[src/rtl/regptr_pkg.sv]
package regptr_pkg;
  typedef enum logic [1:0] {
    ACC_NONE = 2'd0,
    ACC_PTR  = 2'd1,
    ACC_CSR  = 2'd2,
    ACC_BCR  = 2'd3
  } acc_e;
endpackage

[src/rtl/regptr_rstsync.sv]
module regptr_rstsync #(
  parameter int unsigned STAGES = 2
) (
  input  logic clk,
  input  logic rst_n,
  output logic rst_s_n
);
  logic [STAGES-1:0] sync_q;
  logic [STAGES-1:0] sync_d;

  always_comb begin
    sync_d = {sync_q[STAGES-2:0], 1'b1};
  end

  always_ff @(posedge clk or negedge rst_n) begin
    if (!rst_n) sync_q <= '0;
    else        sync_q <= sync_d;
  end

  assign rst_s_n = sync_q[STAGES-1];
endmodule

[src/rtl/regptr_decode.sv]
module regptr_decode
  import regptr_pkg::*;
#(
  parameter int unsigned OFF_W     = 5,
  parameter int unsigned CSR_OFF   = 16,
  parameter int unsigned PTR_OFF_W = 18,
  parameter int unsigned PTR_OFF_D = 20,
  parameter int unsigned BCR_OFF_W = 22,
  parameter int unsigned BCR_OFF_D = 28
) (
  input  logic             sel_i,
  input  logic             locked_i,
  input  logic             mode_dw_i,
  input  logic [OFF_W-1:0] off_i,
  output acc_e             acc_o
);
  localparam logic [OFF_W-1:0] CSR_A  = OFF_W'(CSR_OFF);
  localparam logic [OFF_W-1:0] PTR_WA = OFF_W'(PTR_OFF_W);
  localparam logic [OFF_W-1:0] PTR_DA = OFF_W'(PTR_OFF_D);
  localparam logic [OFF_W-1:0] BCR_WA = OFF_W'(BCR_OFF_W);
  localparam logic [OFF_W-1:0] BCR_DA = OFF_W'(BCR_OFF_D);

  logic [OFF_W-1:0] ptr_a;
  logic [OFF_W-1:0] bcr_a;

  always_comb begin
    ptr_a = mode_dw_i ? PTR_DA : PTR_WA;
    bcr_a = mode_dw_i ? BCR_DA : BCR_WA;
    acc_o = ACC_NONE;
    if (sel_i && locked_i) begin
      if (off_i == CSR_A)      acc_o = ACC_CSR;
      else if (off_i == ptr_a) acc_o = ACC_PTR;
      else if (off_i == bcr_a) acc_o = ACC_BCR;
    end
  end
endmodule

[src/rtl/regptr_ptr.sv]
module regptr_ptr #(
  parameter int unsigned IDX_W = 7
) (
  input  logic             clk,
  input  logic             rst_n,
  input  logic             mode_i,
  input  logic             ptr_we_i,
  input  logic [IDX_W-1:0] ptr_wdata_i,
  output logic [IDX_W-1:0] ptr_o,
  output logic             mode_o,
  output logic             locked_o
);
  logic [IDX_W-1:0] ptr_q, ptr_d;
  logic             mode_q, mode_d;
  logic             locked_q, locked_d;

  always_comb begin
    ptr_d    = ptr_q;
    mode_d   = mode_q;
    locked_d = 1'b1;
    if (ptr_we_i) ptr_d  = ptr_wdata_i;
    if (!locked_q) mode_d = mode_i;
  end

  always_ff @(posedge clk or negedge rst_n) begin
    if (!rst_n) begin
      ptr_q    <= '0;
      mode_q   <= 1'b0;
      locked_q <= 1'b0;
    end else begin
      ptr_q    <= ptr_d;
      mode_q   <= mode_d;
      locked_q <= locked_d;
    end
  end

  assign ptr_o    = ptr_q;
  assign mode_o   = mode_q;
  assign locked_o = locked_q;
endmodule

[src/rtl/regptr_window.sv]
module regptr_window
  import regptr_pkg::*;
#(
  parameter int unsigned IDX_W     = 7,
  parameter int unsigned DATA_W    = 32,
  parameter int unsigned WORD_W    = 16,
  parameter int unsigned OFF_W     = 5,
  parameter int unsigned CSR_OFF   = 16,
  parameter int unsigned PTR_OFF_W = 18,
  parameter int unsigned PTR_OFF_D = 20,
  parameter int unsigned BCR_OFF_W = 22,
  parameter int unsigned BCR_OFF_D = 28
) (
  input  logic              clk,
  input  logic              rst_n,
  input  logic              mode_dw_i,
  input  logic              io_sel_i,
  input  logic              io_wr_i,
  input  logic [OFF_W-1:0]  io_off_i,
  input  logic [DATA_W-1:0] io_wdata_i,
  output logic [DATA_W-1:0] io_rdata_o,
  output logic [IDX_W-1:0]  reg_idx_o,
  output logic [DATA_W-1:0] reg_wdata_o,
  output logic              csr_rd_o,
  output logic              csr_wr_o,
  input  logic [DATA_W-1:0] csr_rdata_i,
  output logic              bcr_rd_o,
  output logic              bcr_wr_o,
  input  logic [DATA_W-1:0] bcr_rdata_i
);
  localparam logic [DATA_W-1:0] WORD_MASK = {{(DATA_W-WORD_W){1'b0}}, {WORD_W{1'b1}}};

  logic             rst_s_n;
  logic             mode_q;
  logic             locked_q;
  logic [IDX_W-1:0] ptr_q;
  acc_e             acc;
  logic             ptr_we;
  logic [DATA_W-1:0] lane_mask;
  logic [DATA_W-1:0] rsel;

  regptr_rstsync #(.STAGES(2)) i_rstsync (
    .clk     (clk),
    .rst_n   (rst_n),
    .rst_s_n (rst_s_n)
  );

  regptr_decode #(
    .OFF_W(OFF_W), .CSR_OFF(CSR_OFF),
    .PTR_OFF_W(PTR_OFF_W), .PTR_OFF_D(PTR_OFF_D),
    .BCR_OFF_W(BCR_OFF_W), .BCR_OFF_D(BCR_OFF_D)
  ) i_decode (
    .sel_i     (io_sel_i),
    .locked_i  (locked_q),
    .mode_dw_i (mode_q),
    .off_i     (io_off_i),
    .acc_o     (acc)
  );

  assign ptr_we = (acc == ACC_PTR) && io_wr_i;

  regptr_ptr #(.IDX_W(IDX_W)) i_ptr (
    .clk         (clk),
    .rst_n       (rst_s_n),
    .mode_i      (mode_dw_i),
    .ptr_we_i    (ptr_we),
    .ptr_wdata_i (io_wdata_i[IDX_W-1:0]),
    .ptr_o       (ptr_q),
    .mode_o      (mode_q),
    .locked_o    (locked_q)
  );

  always_comb begin
    lane_mask = mode_q ? {DATA_W{1'b1}} : WORD_MASK;
    rsel      = '0;
    if (!io_wr_i) begin
      unique case (acc)
        ACC_PTR:  rsel = DATA_W'(ptr_q);
        ACC_CSR:  rsel = csr_rdata_i;
        ACC_BCR:  rsel = bcr_rdata_i;
        default:  rsel = '0;
      endcase
    end
  end

  assign io_rdata_o  = rsel & lane_mask;
  assign reg_wdata_o = io_wdata_i & lane_mask;
  assign reg_idx_o   = ptr_q;
  assign csr_rd_o    = (acc == ACC_CSR) && !io_wr_i;
  assign csr_wr_o    = (acc == ACC_CSR) &&  io_wr_i;
  assign bcr_rd_o    = (acc == ACC_BCR) && !io_wr_i;
  assign bcr_wr_o    = (acc == ACC_BCR) &&  io_wr_i;
endmodule

[config.mk]
export PLATFORM = sky130hd
export DESIGN_NAME = regptr_window
export DESIGN_NICKNAME = d
export VERILOG_FILES = /design/src/rtl/regptr_pkg.sv /design/src/rtl/regptr_rstsync.sv /design/src/rtl/regptr_decode.sv /design/src/rtl/regptr_ptr.sv /design/src/rtl/regptr_window.sv
export SDC_FILE = /design/constraint.sdc
export NUM_CORES = 1
export LEC_CHECK = 0
export BUFFER_PORTS_ARGS = -buffer_cell sky130_fd_sc_hd__buf_2
export CELL_PAD_IN_SITES_DETAIL_PLACEMENT = 0
export CELL_PAD_IN_SITES_GLOBAL_PLACEMENT = 1
export CORE_MARGIN = 5
export CORE_UTILIZATION = 19
export CTS_CLUSTER_DIAMETER = 150
export CTS_CLUSTER_SIZE = 30
export DETAILED_ROUTE_END_ITERATION = 8
export PLACE_DENSITY = 0.84
export SLEW_MARGIN = 30
export SYNTH_ARGS = -nofsm -noshare
export SYNTH_HDL_FRONTEND = slang
export SYNTH_SLANG_ARGS = --single-unit
[constraint.sdc]
create_clock -name clk -period 2.1 [get_ports clk]
set_input_delay 0.21 -clock clk [delete_from_list [all_inputs] [get_ports clk]]
set_output_delay 0.21 -clock clk [all_outputs]
set_load 0.05 [all_outputs]
* After elaboration in Yosys (flattened, before gate mapping)
Index checks and enable logic that the tools add are counted.
Word-level totals: flip-flop bits (word level) 11, latch bits 0, bits in writable memories 0, bits in read-only memories 0, input bits 106, output and inout port bits 75, word-level logic and storage cells 28, memories 0
Cells by class: add/sub/neg operators 0, multipliers 0, divide/modulo/power cells 0, magnitude comparators 0, eq/ne operators 6, shift operators 0, muxes and demuxes 9, bitwise gates (word level) 2, reductions and logical operators 7
Operators with widths (count):
- one-hot mux 32 bit (3 select lines) | 1
- AND 32 bit | 2
- 2-to-1 mux 32 bit | 2
- equality test 5 bit | 2
- 2-to-1 mux 2 bit | 4
- logical AND 1 bit | 6
- equality test 5 bit, second input constant | 1
- equality test 2 bit, second input constant | 2
- 2-to-1 mux 4 bit | 1
- 2-to-1 mux 3 bit | 1
- equality test 2 x 1 -> 1 bit, second input constant | 1
- zero test 1 bit | 1

* Depth between registers and ports, before layout
word-level depth 10, depth in mapped cells 6, gate-level depth less buffers 4

* Hierarchy
From an unflattened synthesis, not the netlist that was laid out.
Second synthesis, totals: cells, all modules 153, area, all modules 1418.9 µm²
By module, submodules not included:
- regptr_window | instances 1, cells an instance 123, area an instance 945.9 µm², seq. area each 0.0 µm²
- regptr_ptr | instances 1, cells an instance 19, area an instance 356.6 µm², seq. area each 225.2 µm²
- regptr_decode | instances 1, cells an instance 8, area an instance 62.6 µm², seq. area each 0.0 µm²
- regptr_rstsync | instances 1, cells an instance 3, area an instance 53.8 µm², seq. area each 50.0 µm²

* Worst setup path after synthesis
OpenSTA, ideal clock, no wires.
path kind flip-flop to output port, start point reg i_ptr.mode_q, in the netlist i_ptr.mode_o, end point out io_rdata_o[23], arrival 2211 ps, required time 1890 ps, setup slack -321 ps, stages on the path, launching flop included 6, path buffers 1, path through dfrtp_1 nor3b_1 o211a_1 buf_2 a22oi_1 nor3b_1
Between the ends: longest elaborated chain between the ends 10, elaborated cells between the ends (all ways) 15, classes of those cells eq/ne (5); mux (9); bitwise (1)
RTL lines:
- start: declaration | line regptr_ptr.sv:14 | logic mode_q, mode_d;
- start signal: assignment | line regptr_ptr.sv:32 | mode_q <= mode_d;
- 2-to-1 mux 4 bit | line regptr_decode.sv:28 | bcr_a = mode_dw_i ? BCR_DA : BCR_WA;
- equality test 5 bit | line regptr_decode.sv:33 | else if (off_i == bcr_a) acc_o = ACC_BCR;
- 2-to-1 mux 2 bit | line regptr_decode.sv:33
- 2-to-1 mux 2 bit | line regptr_decode.sv:32 | else if (off_i == ptr_a) acc_o = ACC_PTR;
- 2-to-1 mux 2 bit | line regptr_decode.sv:31 | if (off_i == CSR_A) acc_o = ACC_CSR;
- 2-to-1 mux 2 bit | line regptr_decode.sv:30 | if (sel_i && locked_i) begin
- equality test 2 bit or equality test 2 x 1 -> 1 bit (tied branches) | line regptr_window.sv:77 | unique case (acc)
- one-hot mux 32 bit (3 select lines) | line regptr_window.sv:77
- 2-to-1 mux 32 bit | line regptr_window.sv:76 | if (!io_wr_i) begin
- AND 32 bit (*) | line regptr_window.sv:86 | assign io_rdata_o = rsel & lane_mask;
- end: declaration | line regptr_window.sv:21 | output logic [DATA_W-1:0] io_rdata_o,
Every way passes the cells marked *; elsewhere a longest branch is shown, timed or not.

* Worst setup path after layout
start point reg i_ptr.mode_q, in the netlist i_ptr.mode_o, end point out io_rdata_o[6]
Between the ends: longest elaborated chain between the ends 10, elaborated cells between the ends (all ways) 14, classes of those cells eq/ne (5); mux (8); bitwise (1)
RTL lines (line):
- 2-to-1 mux 4 bit | regptr_decode.sv:28
- equality test 5 bit | regptr_decode.sv:33
- 2-to-1 mux 2 bit | regptr_decode.sv:33
- 2-to-1 mux 2 bit (*) | regptr_decode.sv:32
- 2-to-1 mux 2 bit (*) | regptr_decode.sv:31
- 2-to-1 mux 2 bit (*) | regptr_decode.sv:30
- equality test 2 bit or equality test 2 x 1 -> 1 bit (tied branches) | regptr_window.sv:77
- one-hot mux 32 bit (3 select lines) (*) | regptr_window.sv:77
- 2-to-1 mux 32 bit (*) | regptr_window.sv:76
- AND 32 bit (*) | regptr_window.sv:86
Marked as above.

==> flow_summary_export.csv <==
group,metric,value,unit
power,finalPower,0.945,mW
floorplanning,ios,181,
detailed_routing,postRouteAntennaNets,0,
global_route,grt_max_degree,28,
global_route,grt_pass1_vias,1702,
floorplanning,rows,30,
detailed_routing,drt-vias-per-instance,4.41,
synth,synth_edf_count,0,
global_route,grt_pass1_wl,8.47,mm
clock_tree,cts_root_buf,"clkbuf_8",
timing,rsz0062_at_grt,"false",
synth,synth_seq_cells,11,
cells_and_area,drive_gt1_share,67.0,%
placed_design,gp_congestion,0.757,
cells_and_area,area_growth,78.1,%
placed_design,io_buffers,162,
placed_design,place_hpwl,4.90,mm
run_status,status,"complete, no violations",
clock_tree,h-tree-depth,1,
global_route,grt.overflow.total,0,
timing,period_needed,2000,ps
clock_tree,clock_latency,230,ps
timing,finalCritPeriodShare,95.4,%
floorplanning,core-area,0.00687,sq mm
clock_tree,path_clk_slew,50,ps
synth,postSynth.asyncResetShare,100,%
power,max-vdd-ir-drop,0.549,mV
synth,yosysWarnings,0,
worst_hold_path,hold_class,"reg2async",
detailed_routing,wirelength,5.78,mm
cells_and_area,antenna_cells,0,
detailed_routing,drc,0,
clock_tree,cts_tree,"yes",
synth,syn_area,0.00135,sq mm
critical_path,cp-start-kind,"flop",
synth,ys_types,35,
critical_path,arrival,1790,ps
timing,max_freq,0.499,GHz
synth,syn_inst,170,
timing,slew_violations,0,
synth,ys.flop_type,"dfrtp_1",
critical_path,path_class,"reg2out",
synth,yosysSeqAreaShare,20.4,%
detailed_routing,drtIter0Drc,59,
power,power.density,392,mW/mm^2
clock_tree,cts_buffers,3,
cells_and_area,final_net_count,425,
synth,post_synth.cell_area_avg,7.96,sq um
cells_and_area,fin_util,35.1,%
timing,skew,1.69,ps
floorplanning,dieArea,0.00891,sq mm
global_route,grt_usage,11.6,%
detailed_routing,detail_route.wl_per_cell,14.0,um
critical_path,critPathCaptureType,"output pin",
flow_run,drv_cap,0,
critical_path,cp.required,1890,ps
critical_path,crit_chain,"nor3b_4 > a21o_1 > buf_4 > o21ai_0 > a21oi_1 > buf_2",
floorplanning,dieHeight,94.4,um
timing,hold_violations,0,
power,p_leak,1.20,nW
clock_tree,cts_max_path_buffers,2,
critical_path,slowest_stage,"dfrtp_2",
clock_tree,cts.sinks,11,
global_route,antenna_found_initial,0,
detailed_routing,drt_first_pass_iters,4,
floorplanning,initial_core_util,19.7,%
critical_path,cpPeakStageDelay,450,ps
floorplanning,die_w,94.4,um
timing,finalSetupViolations,0,
detailed_routing,num_vias,1827,
critical_path,critical_path.max_fanout,8,
## critical path, delay by kind of cell (launching register included)
kind	cells	cell delay [ps]
compound gates	3	440
flops	1	450
simple gates	1	200
buf+inv	2	460
## cell usage in the layout, fill, tap and decap left out, types with 2 or more instances in the layout
cell type | netlist | routed
nor2_1 | 26 | 15
buf_12 | 0 | 3
buf_6 | 1 | 6
nand4b_1 | 2 | 2
a22oi_2 | 0 | 5
nand2b_1 | 2 | 2
nor2_2 | 1 | 12
nand2_1 | 7 | 7
a22oi_1 | 30 | 25
mux2_4 | 7 | 7
nor2b_1 | 2 | 2
and2_1 | 17 | 17
buf_2 | 7 | 156
clkbuf_8 | 0 | 3
dfrtp_1 | 11 | 10
and4_1 | 2 | 2
buf_4 | 16 | 5
o21ai_0 | 2 | 2
a211oi_2 | 0 | 5
conb_1 | 1 | 2
a21oi_1 | 7 | 7
o31a_1 | 2 | 2
## metrics by stage
stage | cells | area (sq um) | setup WS [ps] | hold WS, ps | TNS [ps]
after floorplan | 171 | 1410 | 3.33 | -85.6 | 0
after global placement | 407 | 2240 | 149 | -2.97 | 0
after CTS | 412 | 2310 | -10.8 | 153 | -10.8
after global routing | 414 | 2410 | 0.760 | 181 | 0
after detailed placement | 407 | 2240 | 51.5 | -0.247 | 0
final | 414 | 2410 | 97.1 | 139 | 0
## path summary, 6_finish.rpt
kind,cells past startpoint,startpoint,to,slack [ps]
setup / recovery,6,i_ptr.mode_o,io_rdata_o[6],100
hold / removal,0,i_rstsync.sync_q[1],i_ptr.locked_o,140
setup reg to reg,5,i_ptr.mode_o,i_ptr.ptr_o[5],280
hold reg to reg,0,i_rstsync.sync_q[1],i_ptr.locked_o,140
max in group asynchronous,0,i_rstsync.sync_q[1],i_ptr.mode_o,1690
min in group clk,2,io_wdata_i[3],i_ptr.ptr_o[3],220
## metal layers
| metal | up-vias | GRT usage, % | wire [um] |
|---|---|---|---|
| met5 | - | 0 | 0 |
| met4 | 0 | 1.93 | 40 |
| met3 | 6 | 1.51 | 402 |
| met2 | 66 | 21.9 | 3090 |
| met1 | 853 | 14.1 | 2240 |
| li1 | 902 | - | - |
## registers in the layout, summed over array words and instances, names as in the netlist
register / flops
i_ptr.locked_o: 1
i_ptr.mode_o: 1
i_ptr.ptr_o: 7
i_rstsync.sync_q: 2
## final cells by class
type | count | area (sq um)
repair buffers | 171 | 956
well taps | 96 | 120
fillers | 747 | 4460
clock buffers | 4 | 45.0
multi-input cells | 132 | 1010
flip-flops and latches | 11 | 277
## cell families after synthesis
kind of cell    after synthesis  synth area share (%)
simple gates                 73                  31.6
compound gates               49                  25.7
buf+inv                      28                  13.4
mux                           8                  8.60
other cells                   1                 0.277
flops                        11                  20.4
## synthesized netlist by cell type, types with 2 or more instances
cell type / count / area, sq um
a211oi_1: 5 / 37.5
a21oi_1: 7 / 35.0
a22oi_1: 30 / 225
and2_1: 17 / 106
and4_1: 2 / 17.5
and4b_1: 2 / 20.0
buf_2: 7 / 35.0
buf_4: 16 / 120
clkbuf_1: 4 / 15.0
dfrtp_1: 11 / 275
mux2_4: 7 / 105
nand2_1: 7 / 26.3
nand2b_1: 2 / 12.5
nand3_1: 2 / 10.0
nand4b_1: 2 / 17.5
nor2_1: 26 / 97.6
nor2b_1: 2 / 12.5
nor3b_1: 2 / 15.0
o21ai_0: 2 / 10.0
o31a_1: 2 / 17.5
## power by group
part           internal, mW  switching [mW]  leakage (nW)
sequential            0.236          0.0275         0.140
combinational         0.179           0.299          1.03
clock                 0.133          0.0708        0.0228
## timing repair
action	4_1_cts	5_1_grt
buffers inserted	0	2
hold buffers	1	0
gates resized for setup	6	20
endpoints found under the hold margin	2	0
endpoints found under the setup margin	15	34
pin swaps	1	7
Note: power is estimated with default switching activity, not from simulation.
